## src/rtl/clkwd_pkg.sv

```systemverilog
package clkwd_pkg;
    typedef enum logic [1:0] {
        ST_IDLE  = 2'd0,
        ST_RUN   = 2'd1,
        ST_ALARM = 2'd2
    } wd_state_e;
endpackage

```

## src/rtl/clkwd_enable_sel.sv

```systemverilog
module clkwd_enable_sel (
    input  logic strap_en_i,
    input  logic sw_ovr_i,
    input  logic sw_en_i,
    output logic en_o
);
    // Software enable wins once software has taken control
    always_comb en_o = sw_ovr_i ? sw_en_i : strap_en_i;
endmodule

```

## src/rtl/clkwd_downcnt.sv

```systemverilog
module clkwd_downcnt #(
    parameter int CNT_W = 8
) (
    input  logic             clk_i,
    input  logic             rst_ni,
    input  logic             load_i,
    input  logic             dec_i,
    input  logic [CNT_W-1:0] load_val_i,
    output logic [CNT_W-1:0] cnt_o,
    output logic             at_one_o
);
    localparam logic [CNT_W-1:0] ONE = CNT_W'(1);

    logic [CNT_W-1:0] cnt_q;

    always_ff @(posedge clk_i or negedge rst_ni) begin
        if (!rst_ni)     cnt_q <= '0;
        else if (load_i) cnt_q <= load_val_i;
        else if (dec_i)  cnt_q <= cnt_q - ONE;
    end

    assign cnt_o    = cnt_q;
    assign at_one_o = (cnt_q == ONE);
endmodule

```

## src/rtl/clkwd_code_mux.sv

```systemverilog
module clkwd_code_mux #(
    parameter int CODE_W = 5
) (
    input  logic              alarm_i,
    input  logic              safe_sel_i,
    input  logic [CODE_W-1:0] safe_code_i,
    input  logic [CODE_W-1:0] strap_code_i,
    input  logic [CODE_W-1:0] norm_code_i,
    output logic [CODE_W-1:0] code_o
);
    logic [CODE_W-1:0] safe_pick;

    always_comb begin
        safe_pick = safe_sel_i ? safe_code_i : strap_code_i;
        code_o    = alarm_i ? safe_pick : norm_code_i;
    end
endmodule

```

## src/rtl/clkwd_top.sv

```systemverilog
module clkwd_top
    import clkwd_pkg::*;
#(
    parameter int CNT_W  = 8,
    parameter int CODE_W = 5
) (
    input  logic              clk_i,
    input  logic              rst_ni,
    input  logic              unit_tick_i,
    input  logic              kick_i,
    input  logic              alarm_clr_i,
    input  logic              strap_en_i,
    input  logic              cfg_sw_ovr_i,
    input  logic              cfg_sw_en_i,
    input  logic [CNT_W-1:0]  cfg_count_i,
    input  logic              cfg_safe_sel_i,
    input  logic [CODE_W-1:0] cfg_safe_code_i,
    input  logic [CODE_W-1:0] strap_code_i,
    input  logic [CODE_W-1:0] norm_code_i,
    output logic [CODE_W-1:0] freq_code_o,
    output logic              alarm_o
);
    wd_state_e        state_q, state_d;
    logic             en_eff;
    logic             cnt_load, cnt_dec, cnt_at_one;
    logic [CNT_W-1:0] cnt_val;
    logic             cfg_zero;

    assign cfg_zero = (cfg_count_i == '0);

    clkwd_enable_sel u_en (
        .strap_en_i (strap_en_i),
        .sw_ovr_i   (cfg_sw_ovr_i),
        .sw_en_i    (cfg_sw_en_i),
        .en_o       (en_eff)
    );

    clkwd_downcnt #(.CNT_W(CNT_W)) u_cnt (
        .clk_i      (clk_i),
        .rst_ni     (rst_ni),
        .load_i     (cnt_load),
        .dec_i      (cnt_dec),
        .load_val_i (cfg_count_i),
        .cnt_o      (cnt_val),
        .at_one_o   (cnt_at_one)
    );

    // State register
    always_ff @(posedge clk_i or negedge rst_ni) begin
        if (!rst_ni) state_q <= ST_IDLE;
        else         state_q <= state_d;
    end

    // Next state and counter control
    always_comb begin
        state_d  = state_q;
        cnt_load = 1'b0;
        cnt_dec  = 1'b0;
        unique case (state_q)
            ST_IDLE: begin
                if (en_eff) begin
                    cnt_load = 1'b1;
                    state_d  = cfg_zero ? ST_ALARM : ST_RUN;
                end
            end
            ST_RUN: begin
                if (!en_eff) begin
                    state_d = ST_IDLE;
                end else if (kick_i) begin
                    cnt_load = 1'b1;
                    if (cfg_zero) state_d = ST_ALARM;
                end else if (unit_tick_i) begin
                    if (cnt_at_one) state_d = ST_ALARM;
                    else            cnt_dec = 1'b1;
                end
            end
            ST_ALARM: begin
                if (!en_eff) begin
                    state_d = ST_IDLE;
                end else if (alarm_clr_i) begin
                    cnt_load = 1'b1;
                    state_d  = cfg_zero ? ST_ALARM : ST_RUN;
                end
            end
            default: state_d = ST_IDLE;
        endcase
    end

    // Outputs
    always_comb alarm_o = (state_q == ST_ALARM);

    clkwd_code_mux #(.CODE_W(CODE_W)) u_mux (
        .alarm_i      (alarm_o),
        .safe_sel_i   (cfg_safe_sel_i),
        .safe_code_i  (cfg_safe_code_i),
        .strap_code_i (strap_code_i),
        .norm_code_i  (norm_code_i),
        .code_o       (freq_code_o)
    );

    AST_RUN_CNT_NONZERO: assert property (@(posedge clk_i) disable iff (!rst_ni)
        (state_q == ST_RUN) |-> (cnt_val != '0));
    AST_ZERO_IMMEDIATE: assert property (@(posedge clk_i) disable iff (!rst_ni)
        (state_q == ST_IDLE && en_eff && cfg_zero) |=> alarm_o);
    AST_ALARM_STICKY: assert property (@(posedge clk_i) disable iff (!rst_ni)
        (alarm_o && en_eff && !alarm_clr_i) |=> alarm_o);
    AST_DISARM_CLEARS: assert property (@(posedge clk_i) disable iff (!rst_ni)
        !en_eff |=> !alarm_o);
    AST_NORMAL_PASS: assert property (@(posedge clk_i) disable iff (!rst_ni)
        !alarm_o |-> (freq_code_o == norm_code_i));
    AST_STRAP_SAFE: assert property (@(posedge clk_i) disable iff (!rst_ni)
        (alarm_o && !cfg_safe_sel_i) |-> (freq_code_o == strap_code_i));
    AST_KICK_RELOAD: assert property (@(posedge clk_i) disable iff (!rst_ni)
        (state_q == ST_RUN && en_eff && kick_i) |=> (cnt_val == $past(cfg_count_i)));
endmodule

```

## config.mk

```make
export PLATFORM = sky130hd
export DESIGN_NAME = clkwd_top
export DESIGN_NICKNAME = d
export VERILOG_FILES = /design/src/rtl/clkwd_pkg.sv /design/src/rtl/clkwd_enable_sel.sv /design/src/rtl/clkwd_downcnt.sv /design/src/rtl/clkwd_code_mux.sv /design/src/rtl/clkwd_top.sv
export SDC_FILE = /design/constraint.sdc
export NUM_CORES = 1
export LEC_CHECK = 0
export BUFFER_PORTS_ARGS = -buffer_cell sky130_fd_sc_hd__buf_2
export CAP_MARGIN = 10
export CORE_MARGIN = 1
export CORE_UTILIZATION = 48
export CTS_BUF_LIST = sky130_fd_sc_hd__clkbuf_8
export CTS_CLUSTER_DIAMETER = 100
export DETAILED_ROUTE_END_ITERATION = 10
export PLACE_DENSITY = 0.8
export RECOVER_POWER = 100
export SETUP_SLACK_MARGIN = 0.2
export SLEW_MARGIN = 0
export SYNTH_ARGS = -nofsm -noshare
export SYNTH_HDL_FRONTEND = slang
export SYNTH_SLANG_ARGS = --single-unit
```

## constraint.sdc

```tcl
create_clock -name clk_i -period 2.1 [get_ports clk_i]
set_input_delay 0 -clock clk_i [delete_from_list [all_inputs] [get_ports clk_i]]
set_output_delay 0 -clock clk_i [all_outputs]
set_load 0.01 [all_outputs]
```

* Word level (Yosys, flattened, before mapping)
Index checks and enable logic that the tools add are counted.
** Operators by class
- $add $sub $neg :: 1
- Equality and inequality tests :: 8
- Multiplexer cells :: 26
- Reductions and logical operators :: 4
** Operators with widths (count)
- 2-to-1 mux 2 bit :: 9
- 2-to-1 mux 8 bit :: 2
- inequality test 4 bit, second input constant :: 3
- 2-to-1 mux 1 bit :: 11
- 2-to-1 mux 5 bit :: 2
- equality test 8 x 1 -> 1 bit, second input constant :: 1
- logical NOT 8 bit :: 1
- subtractor 8 x 1 -> 8 bit, second input constant :: 1
- case mux 2 bit (3 select lines) :: 1
- AND reduction 5 bit :: 1
- inequality test 3 bit, second input constant :: 1
- case mux 1 bit (3 select lines) :: 1
- equality test 2 x 1 -> 1 bit, second input constant :: 1
- equality test 2 bit, second input constant :: 1
- logical NOT 2 bit :: 1
- inequality test 2 bit, second input constant :: 1
- nonzero test 2 bit :: 1
** Storage, ports and cells
- Bits in registers :: 10
- Bits of input ports :: 32
- Output and inout port bits :: 6
- Word-level logic and storage cells :: 41

* Logic depth before layout (Yosys ltp)
Gate-level depths: netlist (run 1).
- Depth after elaboration :: 8
- Mapped depth :: 7
- Mapped depth without buffers :: 6

* Hierarchy
Synthesis (run 1) repeated with hierarchy kept, for this count alone.
** Unflattened totals
- Cell total of the unflattened synthesis :: 96
- Area total of the unflattened synthesis :: 864.6 um^2
** By module, submodules not included
- clkwd_downcnt :: times used 1, cells an instance 50, area an instance 460.4 um^2, seq. area each 200.2 um^2
- clkwd_top :: times used 1, cells an instance 28, area an instance 279.0 um^2, seq. area each 50.0 um^2
- clkwd_code_mux :: times used 1, cells an instance 17, area an instance 110.1 um^2, seq. area each 0.0 um^2
- clkwd_enable_sel :: times used 1, cells an instance 1, area an instance 15.0 um^2, seq. area each 0.0 um^2

* Worst setup path after synthesis (run 1)
Ideal clock, no wire load.
- Path kind :: register to register
- Start point :: register u_cnt.cnt_q[0] (netlist: u_cnt.cnt_o[0])
- End point :: register u_cnt.cnt_q[7] (netlist: u_cnt.cnt_o[7])
- Setup time :: 82 ps
- Arrival time :: 1748 ps
- Required time :: 2018 ps
- Path slack :: 270 ps
- Stages on the path, launching flop included :: 6
- Buffers on the path :: 0
- Period minus slack after synthesis :: 1830 ps
- Cell sequence :: dfrtp_1 -> ha_1 -> nor3b_1 -> a2111o_1 -> or4_1 -> a31oi_1
** Between the ends
- Word-level cells in the longest chain between the ends :: 7
- Elaborated cells on any way between the ends :: 10
- Those cells by class :: add/sub: 1; eq/ne: 1; mux: 7; reduce/logical: 1
** Ends and longest elaborated chain
- from (decl) :: line clkwd_downcnt.sv:14 : logic [CNT_W-1:0] cnt_q;
- from (signal assigned) :: line clkwd_downcnt.sv:18 : else if (load_i) cnt_q <= load_val_i;
- from (signal assigned) :: line clkwd_downcnt.sv:19 : else if (dec_i) cnt_q <= cnt_q - ONE;
- equality test 8 x 1 -> 1 bit :: line clkwd_downcnt.sv:23 : assign at_one_o = (cnt_q == ONE);
- 2-to-1 mux 1 bit :: line clkwd_top.sv:73 : if (cnt_at_one) state_d = ST_ALARM;
- 2-to-1 mux 1 bit :: line clkwd_top.sv:72 : end else if (unit_tick_i) begin
- 2-to-1 mux 1 bit :: line clkwd_top.sv:69 : end else if (kick_i) begin
- 2-to-1 mux 1 bit :: line clkwd_top.sv:67 : if (!en_eff) begin
- 2-to-1 mux 1 bit :: line clkwd_top.sv:59 : unique case (state_q)
- nonzero test 2 bit (no source line)
Several ways; a longest one is shown, not always the timed one. The select of a mux whose other input is x is not followed.
A chain may end at the register's enable or synchronous reset.

* Final worst setup path (run 1)
- Start point :: register state_q[0]
- End point :: register u_cnt.cnt_q[0] (netlist: u_cnt.cnt_o[0])
** Between the ends
- Word-level cells in the longest chain between the ends :: 3
- Elaborated cells on any way between the ends :: 7
- Those cells by class :: eq/ne: 2; mux: 3; reduce/logical: 2
** Ends and longest elaborated chain
- from (decl) :: line clkwd_top.sv:23 : wd_state_e state_q, state_d;
- from (signal assigned) :: line clkwd_top.sv:51 : else state_q <= state_d;
- equality test 2 bit, or another cell as far along :: line clkwd_top.sv:59
- case mux 1 bit (3 select lines) or 2-to-1 mux 1 bit (tied branches) :: line clkwd_top.sv:59
- 2-to-1 mux 8 bit or nonzero test 2 bit (tied branches)
Several ways; a longest one is shown, not always the timed one.

==> flow_metrics.py, run 1 <==
metrics = {
    "synthesis": {
        "synthArstFlopShare": 1.000,
        "synth_edf_count": 0,
        "ys_ff_latch": 10,
        "muxShareOfSynthArea": 0.1358,
        "synth.yosys.seq_area_share": 0.2743,
        "yosys.area_share.adder": 0.08230,
        "synth_area_leaders": "dfrtp_1 (27%), mux2i_1 (9.9%), ha_1 (8.2%), nor2_1 (3.7%), a21oi_1 (3.3%)",
        "syn_area_sq_um": 912.1,
        "yosysTopAreaCell": "dfrtp_1",
        "synth_compound_area_frac": 0.1962,
        "yosys.area_share.simple": 0.2442,
        "synth_warnings": 0,
        "synth_top_family_by_area": "simple AND/OR/NAND/NOR gates",
        "synth_ff_type": "dfrtp_1",
        "synth_top_area_frac": 0.2743,
        "syn_inst": 103,
        "synth.avg_cell_area_sq_um": 8.856,
        "synth_xor_area_frac": 0.02881,
        "synth_cell_type_count": 38,
        "syn_nets": 141,
    },
    "die": {
        "io_pins": 38,
        "start_util": 0.5226,
        "num_rows": 15,
        "die_x_um": 45.59,
        "die_h_um": 45.59,
        "core_sq_mm": 0.001745,
        "dieArea_sq_mm": 0.002078,
    },
    "route": {
        "drc_errors": 0,
        "wl_per_cell_um": 16.82,
        "first_pass_iters": 4,
        "drt_iter0_drc": 35,
        "wl_um": 3094,
        "final_antenna_net_count": 0,
        "num_vias": 1072,
        "via_per_inst": 5.826,
    },
    "clock_network": {
        "clk_pin_slew_ns": 0.05,
        "cts.sinks": 10,
        "clockBufferDepth": 2,
        "cts_buffers": 3,
        "htree_num_levels": 1,
        "cts_tree": "done",
        "clkLatencyLatePin_ns": 0.24,
        "cts_root_buffer": "clkbuf_8",
    },
    "global_routing": {
        "grt-ovfl-total": 0,
        "grt_pass1_wl_um": 3884,
        "grt_antenna_before_repair": 0,
        "grt_pass1_vias": 916,
        "grt_max_degree": 15,
        "grtUsageTotal": 0.2653,
    },
    "power": {
        "p_leak_uw": 0.0006068,
        "irDropWorstVdd_mv": 0.8117,
        "powerDensity_mw_per_mm2": 1140,
    },
    "timing": {
        "fmaxAchievable_mhz": 508.7,
        "setup_violations": 0,
        "finalCritPeriodShare": 0.9361,
        "skew_ns": 0.002600,
        "tns_ns": 0,
        "final.min_clock_period_ns": 1.966,
        "slew_violations": 0,
        "tightest_slew_ns": 0.8374,
        "rsz0062_at_grt": "yes",
        "slew_headroom": 0.4258,
        "hold_viol": 0,
    },
    "hold_path": {
        "hold_depth": 3,
        "hold_class": "input port to register",
        "hold_end": "u_cnt.cnt_o[2]$_DFFE_PN0P_",
        "min_from": "cfg_count_i[2]",
    },
    "placed_design": {
        "post-place-cells": 165,
        "gp_congestion": 0.9037,
        "postPlaceCellArea_sq_mm": 0.001139,
        "hpwl_um": 1778,
        "io_buffers": 37,
    },
    "setup_path": {
        "cp-start-kind": "register",
        "rr_endpoint": "u_cnt.cnt_o[0]$_DFFE_PN0P_",
        "required_ns": 2.24,
        "rr_worst_depth": 7,
        "critPathMaxStageDelay_ns": 0.40,
        "critPathMaxFanout": 5,
        "rrSetupSlack_ns": 0.13,
        "r2r_start": "state_q[0]$_DFFE_PN0P_",
        "cp_slowest_cell": "dfrtp_2",
        "crit_path_end_kind": "register",
        "worstPathArrival_ns": 2.10,
        "path_cells": "inv_1 > ha_1 > mux2i_4 > a2111oi_4 > clkdlybuf4s15_2 > nand2_1 > o21ai_0",
        "critical_path_class": "register to register",
    },
    "final_layout": {
        "fin_area_sq_mm": 0.001390,
        "multi_input_area_sq_um": 698.2,
        "drive_above_1_share": 0.4277,
        "finalNonFillerCells": 184,
        "nets": 198,
        "layout_commonest_cell": "buf_2",
        "regArea_sq_um": 252.7,
        "layout_common_cells": "buf_2 (32), buf_4 (12), mux2i_1 (8), nor2_1 (8), dfrtp_1 (8)",
        "syn_to_final_growth_pct": 52.40,
        "fillers": 123,
        "diodes": 0,
    },
    "run": {
        "max-cap-violations": 0,
    },
    "outcome": {
        "status": "finished clean",
    },
}
## where the power goes
part / internal [uW] / switching, uW / leakage, uW
Sequential: 291 / 124 / 0.000119
Combinational: 447 / 472 / 0.000459
Clock: 166 / 84.7 / 0.0000288
## Yosys cell counts, types with 3 or more instances
cell      instances
dfrtp_1          10
mux2i_1           9
nor2_1            9
a21oi_1           6
ha_1              6
inv_1             6
nand2_1           6
nor3b_1           4
o21ai_0           4
a211oi_1          3
nand3_1           3
xnor2_1           3
## worst max-delay path: cells and delay by family, from the launching register on
| kind | cells | cell delay, ns |
|---|---|---|
| AO/OA/AOI/OAI | 2 | 0.51 |
| adder cells (fa/ha/maj) | 1 | 0.26 |
| flip-flops | 1 | 0.40 |
| buffers and inverters | 2 | 0.39 |
| multiplexers | 1 | 0.22 |
| AND/OR/NAND/NOR | 1 | 0.08 |
## cell families (layout without fill, tap and decap cells)
group,Yosys count,in the layout
fa+ha+maj,6,6
mux,12,12
flops,10,10
compound gates,25,25
buf+inv,9,65
xor+xnor,3,3
simple gates,38,38
## flip-flops by register name, summed over array words and instances (netlist names)
name / count
state_q: 2
u_cnt.cnt_o: 8
## area by class of cell
class	instances	area share
well taps	25	0.02250
inverters	6	0.01620
clock buffers	4	0.03960
flip-flops and latches	10	0.1818
multi-input cells	84	0.5023
repair buffers	55	0.2376
## repair_timing
item                       4_1_cts  5_1_grt
setup endpoints to repair        3        8
pin swaps                        2        7
buffers inserted                 3        6
cloned                           0        1
gates resized for setup          2       15
hold endpoints to repair        13        1
hold buffers                     4        1
## stage by stage
stage                     power, uW  hold WS [ns]  setup WS, ns  utilization
final                          1584      0.006433        0.1341       0.7964
after global routing           1680       0.01002       0.06285       0.7964
after CTS                      1327      0.002239        0.2251       0.7240
after detailed placement       1027       -0.1280        0.1456       0.6523
after global placement         1000       -0.1288        0.2083       0.6523
after floorplan               829.6       -0.2956        0.2704            -
## worst max-delay path by stage
stage	to	startpoint	cells past startpoint	slack, ns
after CTS	u_cnt.cnt_o[7]$_DFFE_PN0P_	u_cnt.cnt_o[0]$_DFFE_PN0P_	5	0.23
after global routing	u_cnt.cnt_o[0]$_DFFE_PN0P_	state_q[0]$_DFFE_PN0P_	7	0.06
after global placement	u_cnt.cnt_o[7]$_DFFE_PN0P_	state_q[1]$_DFFE_PN0P_	6	0.21
after detailed placement	state_q[0]$_DFFE_PN0P_	u_cnt.cnt_o[1]$_DFFE_PN0P_	6	0.15
after floorplan	u_cnt.cnt_o[7]$_DFFE_PN0P_	u_cnt.cnt_o[0]$_DFFE_PN0P_	5	0.27
final	u_cnt.cnt_o[0]$_DFFE_PN0P_	state_q[0]$_DFFE_PN0P_	7	0.13
## per-layer routing
metal	vias to the layer above	track usage	share of wire
li1	502	-	-
met1	504	0.3162	0.40
met2	50	0.4400	0.52
met3	16	0.07540	0.054
met4	0	0.1152	0.027
met5	-	0	0
(Power assumes the default switching activity.)
==> run 2, diff against run 1 <==
Settings changed: CORE_UTILIZATION 48 to 47, CTS_BUF_LIST sky130_fd_sc_hd__clkbuf_8 to not set, PLACE_DENSITY 0.8 to 0.79.
==> run 2 against run 1 <==
  * Flip-flop and latch count unchanged
  * Register-to-register slack improved by 0.03 ns
  * Critical path depth is the same
  * Final cell count down 0.54%
  * Sequential power down 4%
  * Setup slack improved by 0.027 ns
  * Global-route usage down 0.70 points
  * Sequential share of layout area up 0.88 points
  * Non-clock buffer count fell by 1
  * Combinational power decreased by 18%
  * Clock power shrank 27%
  * Core utilization fell by 5.2 points
  * Critical endpoint is now u_cnt.cnt_o[5]$_DFFE_PN0P_
==> flow_metrics.py, run 2 (synthesized netlist as in run 1, its figures left out) <==
metrics = {
    "final_layout": {
        "largest_register_ffs": 8,
        "drive_above_1_share": 0.3608,
        "layout_common_cells": "buf_2 (32), dfrtp_1 (10), mux2i_1 (9), nor2_1 (9), dlygate4sd3_1 (8)",
        "syn_to_final_growth_pct": 43.90,
        "diodes": 0,
        "nets": 197,
        "layout_commonest_cell": "buf_2",
    },
    "route": {
        "wl_um": 2717,
        "drc_errors": 0,
        "top_layer": "met4",
        "final_antenna_net_count": 0,
        "num_vias": 1004,
        "wl_met3_um": 111,
        "first_pass_iters": 4,
        "via_per_inst": 5.486,
        "wl_met1_um": 1064,
        "drt_iter0_drc": 14,
        "wl_met2_um": 1461,
        "wl_per_cell_um": 14.85,
    },
    "power": {
        "powerDensity_mw_per_mm2": 1015,
        "p_leak_uw": 0.0005857,
        "irDropWorstVdd_mv": 0.7375,
        "finalPower_uw": 1333,
    },
    "timing": {
        "setup_violations": 0,
        "slew_violations": 0,
        "slew_headroom": 0.5260,
        "tightest_slew_ns": 0.6912,
        "tns_ns": 0,
        "finalCritPeriodShare": 0.9232,
        "final.min_clock_period_ns": 1.939,
        "skew_ns": 0.004154,
        "rsz0062_at_grt": "yes",
        "hold_viol": 0,
        "fmaxAchievable_mhz": 515.8,
    },
    "hold_path": {
        "hold_depth": 3,
        "hold_end": "u_cnt.cnt_o[7]$_DFFE_PN0P_",
        "min_from": "cfg_count_i[7]",
        "hold_class": "input port to register",
    },
    "global_routing": {
        "grt_pass1_wl_um": 3836,
        "grtUsageTotal": 0.2583,
        "grt_antenna_before_repair": 0,
        "grt_max_degree": 15,
        "grt-ovfl-total": 0,
        "grt_pass1_vias": 940,
    },
    "setup_path": {
        "rr_endpoint": "u_cnt.cnt_o[5]$_DFFE_PN0P_",
        "path_cells": "inv_2 > ha_1 > nor3b_2 > a2111o_1 > clkbuf_4 > or4_1 > nand3_1",
        "critPathMaxFanout": 5,
        "required_ns": 2.32,
        "rrSetupSlack_ns": 0.16,
        "rr_worst_depth": 7,
        "cp_slowest_cell": "a2111o_1",
        "cp-start-kind": "register",
        "r2r_start": "u_cnt.cnt_o[1]$_DFFE_PN0P_",
        "worstPathArrival_ns": 2.15,
        "critPathMaxStageDelay_ns": 0.46,
        "crit_path_end_kind": "register",
        "critical_path_class": "register to register",
    },
    "clock_network": {
        "clkLatencyLatePin_ns": 0.27,
        "htree_num_levels": 1,
        "cts.sinks": 10,
        "clockBufferDepth": 2,
        "clk_pin_slew_ns": 0.08,
        "cts_buffers": 3,
        "cts_root_buffer": "clkbuf_4",
        "cts_tree": "done",
    },
    "die": {
        "dieArea_sq_mm": 0.002121,
        "start_util": 0.5170,
        "core_sq_mm": 0.001764,
        "io_pins": 38,
        "die_h_um": 46.06,
        "num_rows": 15,
        "die_x_um": 46.06,
    },
    "placed_design": {
        "gp_congestion": 0.9282,
        "hpwl_um": 1872,
        "io_buffers": 37,
    },
    "run": {
        "max-cap-violations": 0,
    },
    "outcome": {
        "status": "finished clean",
    },
}
[run 2: cell count changes in the layout (fill, tap and decap cells not counted), sizes merged]
cell           previous run  this run
dlygate4sd3               5         8
buf                      44        39
clkdlybuf4s15             1         0
clkbuf                    9        11
[run 2: stage by stage]
step	cell area (sq um)	hold WS [ns]	setup slack [ns]	util	instances
3_3_place_gp	1139	-0.1311	0.1844	0.6454	165
5_1_grt	1313	0.01407	0.06418	0.7440	183
6_report	1313	0.001012	0.1613	0.7440	183
4_1_cts	1275	0.006532	0.1555	0.7227	178
3_5_place_dp	1139	-0.1283	0.08514	0.6454	165
2_1_floorplan	912.1	-0.2956	0.2704	-	103
[run 2: cell type report]
| type | instances | area (sq um) |
|---|---|---|
| Inverter | 6 | 22.52 |
| Fill cell | 158 | 451.7 |
| Timing Repair Buffer | 54 | 322.8 |
| Clock buffer | 4 | 36.28 |
| Tap cell | 25 | 31.28 |
| Sequential cell | 10 | 250.2 |
| Multi-Input combinational cell | 84 | 649.4 |
[run 2: critical path: cells and delay by family, from the launching register on]
family / cells / cell delay, ns
compound gates: 1 / 0.46
flops: 1 / 0.35
simple gates: 3 / 0.67
fa+ha+maj: 1 / 0.19
buf+inv: 2 / 0.20
[run 2: how the worst max path moves through the flow]
stage / from / to / slack, ns / depth (start not counted)
finish: u_cnt.cnt_o[1]$_DFFE_PN0P_ / u_cnt.cnt_o[5]$_DFFE_PN0P_ / 0.16 / 7
global route: u_cnt.cnt_o[1]$_DFFE_PN0P_ / u_cnt.cnt_o[7]$_DFFE_PN0P_ / 0.06 / 6
CTS: state_q[1]$_DFFE_PN0P_ / u_cnt.cnt_o[7]$_DFFE_PN0P_ / 0.16 / 6
detailed placement: u_cnt.cnt_o[1]$_DFFE_PN0P_ / state_q[0]$_DFFE_PN0P_ / 0.09 / 6
global placement: state_q[1]$_DFFE_PN0P_ / u_cnt.cnt_o[7]$_DFFE_PN0P_ / 0.18 / 6
floorplan: u_cnt.cnt_o[0]$_DFFE_PN0P_ / u_cnt.cnt_o[7]$_DFFE_PN0P_ / 0.27 / 5
[run 2: where the power goes]
part / leakage, uW / internal (uW) / switching (uW) / total, uW
logic: 0.000444 / 361 / 391 / 752
clock network: 0.0000210 / 105 / 77.2 / 183
registers: 0.000121 / 286 / 111 / 398
[run 2: per-layer routing]
metal	global-route usage	vias up
met3	0.07843	11
met4	0.1412	0
met1	0.2764	462
li1	-	502
met5	0	-
met2	0.4479	29
[run 2: what timing repair did]
item,in CTS,in global routing
hold endpoints to repair,17,0
setup endpoints to repair,4,7
gates cloned,0,0
pin swaps,1,8
gates resized for setup,3,7
setup buffers,1,5
hold buffers,8,0
==> run 3, diff against run 2 <==
Settings changed: ABC_AREA set to 1, CORE_UTILIZATION 47 to 48, PLACE_DENSITY 0.79 to 0.78.
==> run 3 against run 2 <==
  * Synthesized cell count is 73% higher
  * Flip-flop and latch count unchanged
  * Sequential power shrank 9.5%
  * Power up 16%
  * Die area grew 12%
  * Clock skew up 0.0036 ns
  * Routed wire length is 0.77% lower
  * First-iteration DRC count increased to 3.7 times the previous value
  * Clock power hardly changed
  * Final cell count is 34% higher
  * Count of clock-buffer cells in the layout unchanged
  * Global-route usage shrank 0.22 points
  * Critical endpoint is now u_cnt.cnt_o[2]$_DFFE_PN0P_
  * Largest power group unchanged
==> flow_metrics.py, run 3 <==
metrics = {
    "synthesis": {
        "ys_ff_latch": 10,
        "synth_top_area_frac": 0.2404,
        "syn_nets": 216,
        "synth_area_leaders": "nand2_1 (24%), dfrtp_1 (24%), nand3_1 (11%), inv_1 (7.9%), ha_1 (7.2%)",
        "synth_warnings": 0,
        "synth_edf_count": 0,
        "syn_area_sq_mm": 0.001046,
        "syn_inst": 178,
        "synth.yosys.seq_area_share": 0.2392,
        "yosysMostFrequentCell": "nand2_1",
        "synth_cell_type_count": 18,
        "yosysTopAreaCell": "nand2_1",
        "ys_top_cells_by_count": "nand2_1 (67), inv_1 (22), nand3_1 (22), nor2_1 (19), o21ai_0 (15)",
        "synthArstFlopShare": 1.000,
        "synth_ff_type": "dfrtp_1",
        "synth.avg_cell_area_sq_um": 5.876,
    },
    "route": {
        "wl_per_cell_um": 10.96,
        "wl_um": 2696,
        "drt_iter0_drc": 52,
        "drc_errors": 0,
        "final_antenna_net_count": 0,
        "via_per_inst": 5.004,
        "first_pass_iters": 5,
        "num_vias": 1231,
    },
    "global_routing": {
        "grtUsageTotal": 0.2561,
        "grt_antenna_before_repair": 0,
        "grt_pass1_vias": 1108,
        "grt-ovfl-total": 0,
        "grt_max_degree": 17,
        "grt_pass1_wl_um": 4719,
    },
    "die": {
        "die_h_um": 48.68,
        "die_x_um": 48.68,
        "num_rows": 16,
        "dieArea_sq_mm": 0.002370,
        "start_util": 0.5225,
        "io_pins": 38,
        "core_sq_mm": 0.002002,
    },
    "power": {
        "internal_power_uw": 745.9,
        "pwr-share-seq": 0.232,
        "switching_share": 0.5183,
        "irDropWorstVdd_mv": 0.7750,
        "clockPowerShare": 0.117,
        "p_sw_uw": 802.6,
        "pwr-share-comb": 0.651,
        "powerDensity_mw_per_mm2": 1198,
        "p_leak_uw": 0.0007675,
    },
    "timing": {
        "slew_violations": 0,
        "tns_ns": 0,
        "rsz0062_at_grt": "no",
        "fmaxAchievable_mhz": 565.6,
        "setup_violations": 0,
        "slew_headroom": 0.6161,
        "skew_ns": 0.007760,
        "layout_setup_ws_ns": 0.3320,
        "finalCritPeriodShare": 0.8419,
        "final.min_clock_period_ns": 1.768,
        "tightest_slew_ns": 0.5758,
        "hold_viol": 0,
    },
    "setup_path": {
        "critPathMaxFanout": 16,
        "critPathMaxStageDelay_ns": 0.42,
        "rrSetupSlack_ns": 0.33,
        "cp-start-kind": "register",
        "rr_endpoint": "u_cnt.cnt_o[2]$_DFFE_PN0P_",
        "r2r_start": "state_q[0]$_DFFE_PN0P_",
        "worstPathArrival_ns": 1.94,
        "crit_path_end_kind": "register",
        "rr_worst_depth": 11,
        "path_cells": "inv_1 > ha_1 > inv_2 > nand2_2 > nand3_2 > nand2_4 > nand2_4 > o21ai_0 > nand2_1 > nand2_1 > nand2_1",
        "crit_family": "simple AND/OR/NAND/NOR gates",
        "required_ns": 2.27,
        "cp_slowest_cell": "dfrtp_1",
        "cp_num_buf_inv": 2,
        "critical_path.most_common_cell": "nand2_1",
        "critical_path_class": "register to register",
    },
    "final_layout": {
        "layout_common_cells": "nand2_1 (67), buf_2 (31), inv_1 (22), nand3_1 (22), nor2_1 (19)",
        "diodes": 0,
        "drive_above_1_share": 0.2009,
        "nets": 258,
        "multi_input_area_sq_um": 694.4,
        "largest_register_ffs": 8,
        "syn_to_final_growth_pct": 23.56,
        "layout_commonest_cell": "nand2_1",
        "fillers": 198,
        "regArea_sq_um": 250.2,
    },
    "hold_path": {
        "hold_class": "input port to register",
        "hold_depth": 5,
        "min_from": "cfg_count_i[2]",
        "hold_end": "u_cnt.cnt_o[2]$_DFFE_PN0P_",
    },
    "clock_network": {
        "cts_buffers": 3,
        "htree_num_levels": 1,
        "cts.sinks": 10,
        "clkLatencyLatePin_ns": 0.27,
        "cts_tree": "done",
        "cts_root_buffer": "clkbuf_4",
        "postCtsSetupBuffers": 0,
        "clk_pin_slew_ns": 0.08,
        "clockBufferDepth": 2,
    },
    "placed_design": {
        "io_buffers": 37,
        "pre_cts_ws_ns": 0.3674,
        "hpwl_um": 2150,
        "gp_congestion": 0.8380,
    },
    "outcome": {
        "status": "finished clean",
    },
    "run": {
        "max-cap-violations": 0,
    },
}
run 3: how the worst max path moves through the flow:
stage                      startpoint  cells past startpoint                         end
2_1_floorplan  state_q[0]$_DFFE_PN0P_                     12  u_cnt.cnt_o[6]$_DFFE_PN0P_
3_3_place_gp   state_q[0]$_DFFE_PN0P_                     11  u_cnt.cnt_o[2]$_DFFE_PN0P_
3_5_place_dp   state_q[0]$_DFFE_PN0P_                     11  u_cnt.cnt_o[2]$_DFFE_PN0P_
4_1_cts        state_q[0]$_DFFE_PN0P_                     10  u_cnt.cnt_o[1]$_DFFE_PN0P_
5_1_grt        state_q[0]$_DFFE_PN0P_                     10  u_cnt.cnt_o[1]$_DFFE_PN0P_
6_report       state_q[0]$_DFFE_PN0P_                     11  u_cnt.cnt_o[2]$_DFFE_PN0P_
run 3: power groups by stage:
stage / Sequential, uW / Clock (uW) / Combinational, uW
2_1_floorplan: 343 / 0 / 791
3_3_place_gp: 355 / 0 / 958
3_5_place_dp: 362 / 0 / 989
4_1_cts: 358 / 183 / 1010
5_1_grt: 372 / 192 / 1160
6_report: 360 / 181 / 1010
run 3: timing repair:
action | CTS | global route
hold buffers | 1 | 0
endpoints found under the hold margin | 10 | 0
endpoints found under the setup margin | 0 | 8
resized for setup | 0 | 1
run 3: cell families after synthesis:
family,Yosys count,share of synthesized area
xor+xnor,2,0.01675
fa+ha+maj,6,0.07177
compound gates,18,0.08852
simple gates,117,0.4869
buf+inv,25,0.09689
flops,10,0.2392
run 3: cell type report:
class	count	share of cell area
Timing Repair Buffer	38	0.1452
Multi-Input combinational cell	143	0.5373
Inverter	24	0.06970
Sequential cell	10	0.1936
Tap cell	27	0.02614
Clock buffer	4	0.02807
run 3: worst register-to-register path, stage by stage (launching register included):
cell	delay, ns
dfrtp_1	0.42
inv_1	0.09
ha_1	0.33
inv_2	0.12
nand2_2	0.08
nand3_2	0.08
nand2_4	0.12
nand2_4	0.13
o21ai_0	0.13
nand2_1	0.07
nand2_1	0.06
nand2_1	0.05
run 3: metal layers:
| metal | GRT usage | share of wire |
|---|---|---|
| met5 | 0 | 0 |
| met4 | 0.08824 | 0.023 |
| met3 | 0.05975 | 0.069 |
| met2 | 0.4051 | 0.45 |
| met1 | 0.3405 | 0.46 |
run 3: per-stage QoR:
| step | hold WS [ns] | utilization | total power (uW) | instance area [sq um] | instances |
|---|---|---|---|---|---|
| 2_1_floorplan | -0.2956 | - | 1134 | 1046 | 178 |
| 3_3_place_gp | -0.1247 | 0.6263 | 1313 | 1254 | 241 |
| 3_5_place_dp | -0.1204 | 0.6263 | 1351 | 1254 | 241 |
| 4_1_cts | 0.06651 | 0.6494 | 1549 | 1300 | 246 |
| 5_1_grt | 0.07464 | 0.6456 | 1726 | 1292 | 246 |
| 6_report | 0.06411 | 0.6456 | 1548 | 1292 | 246 |
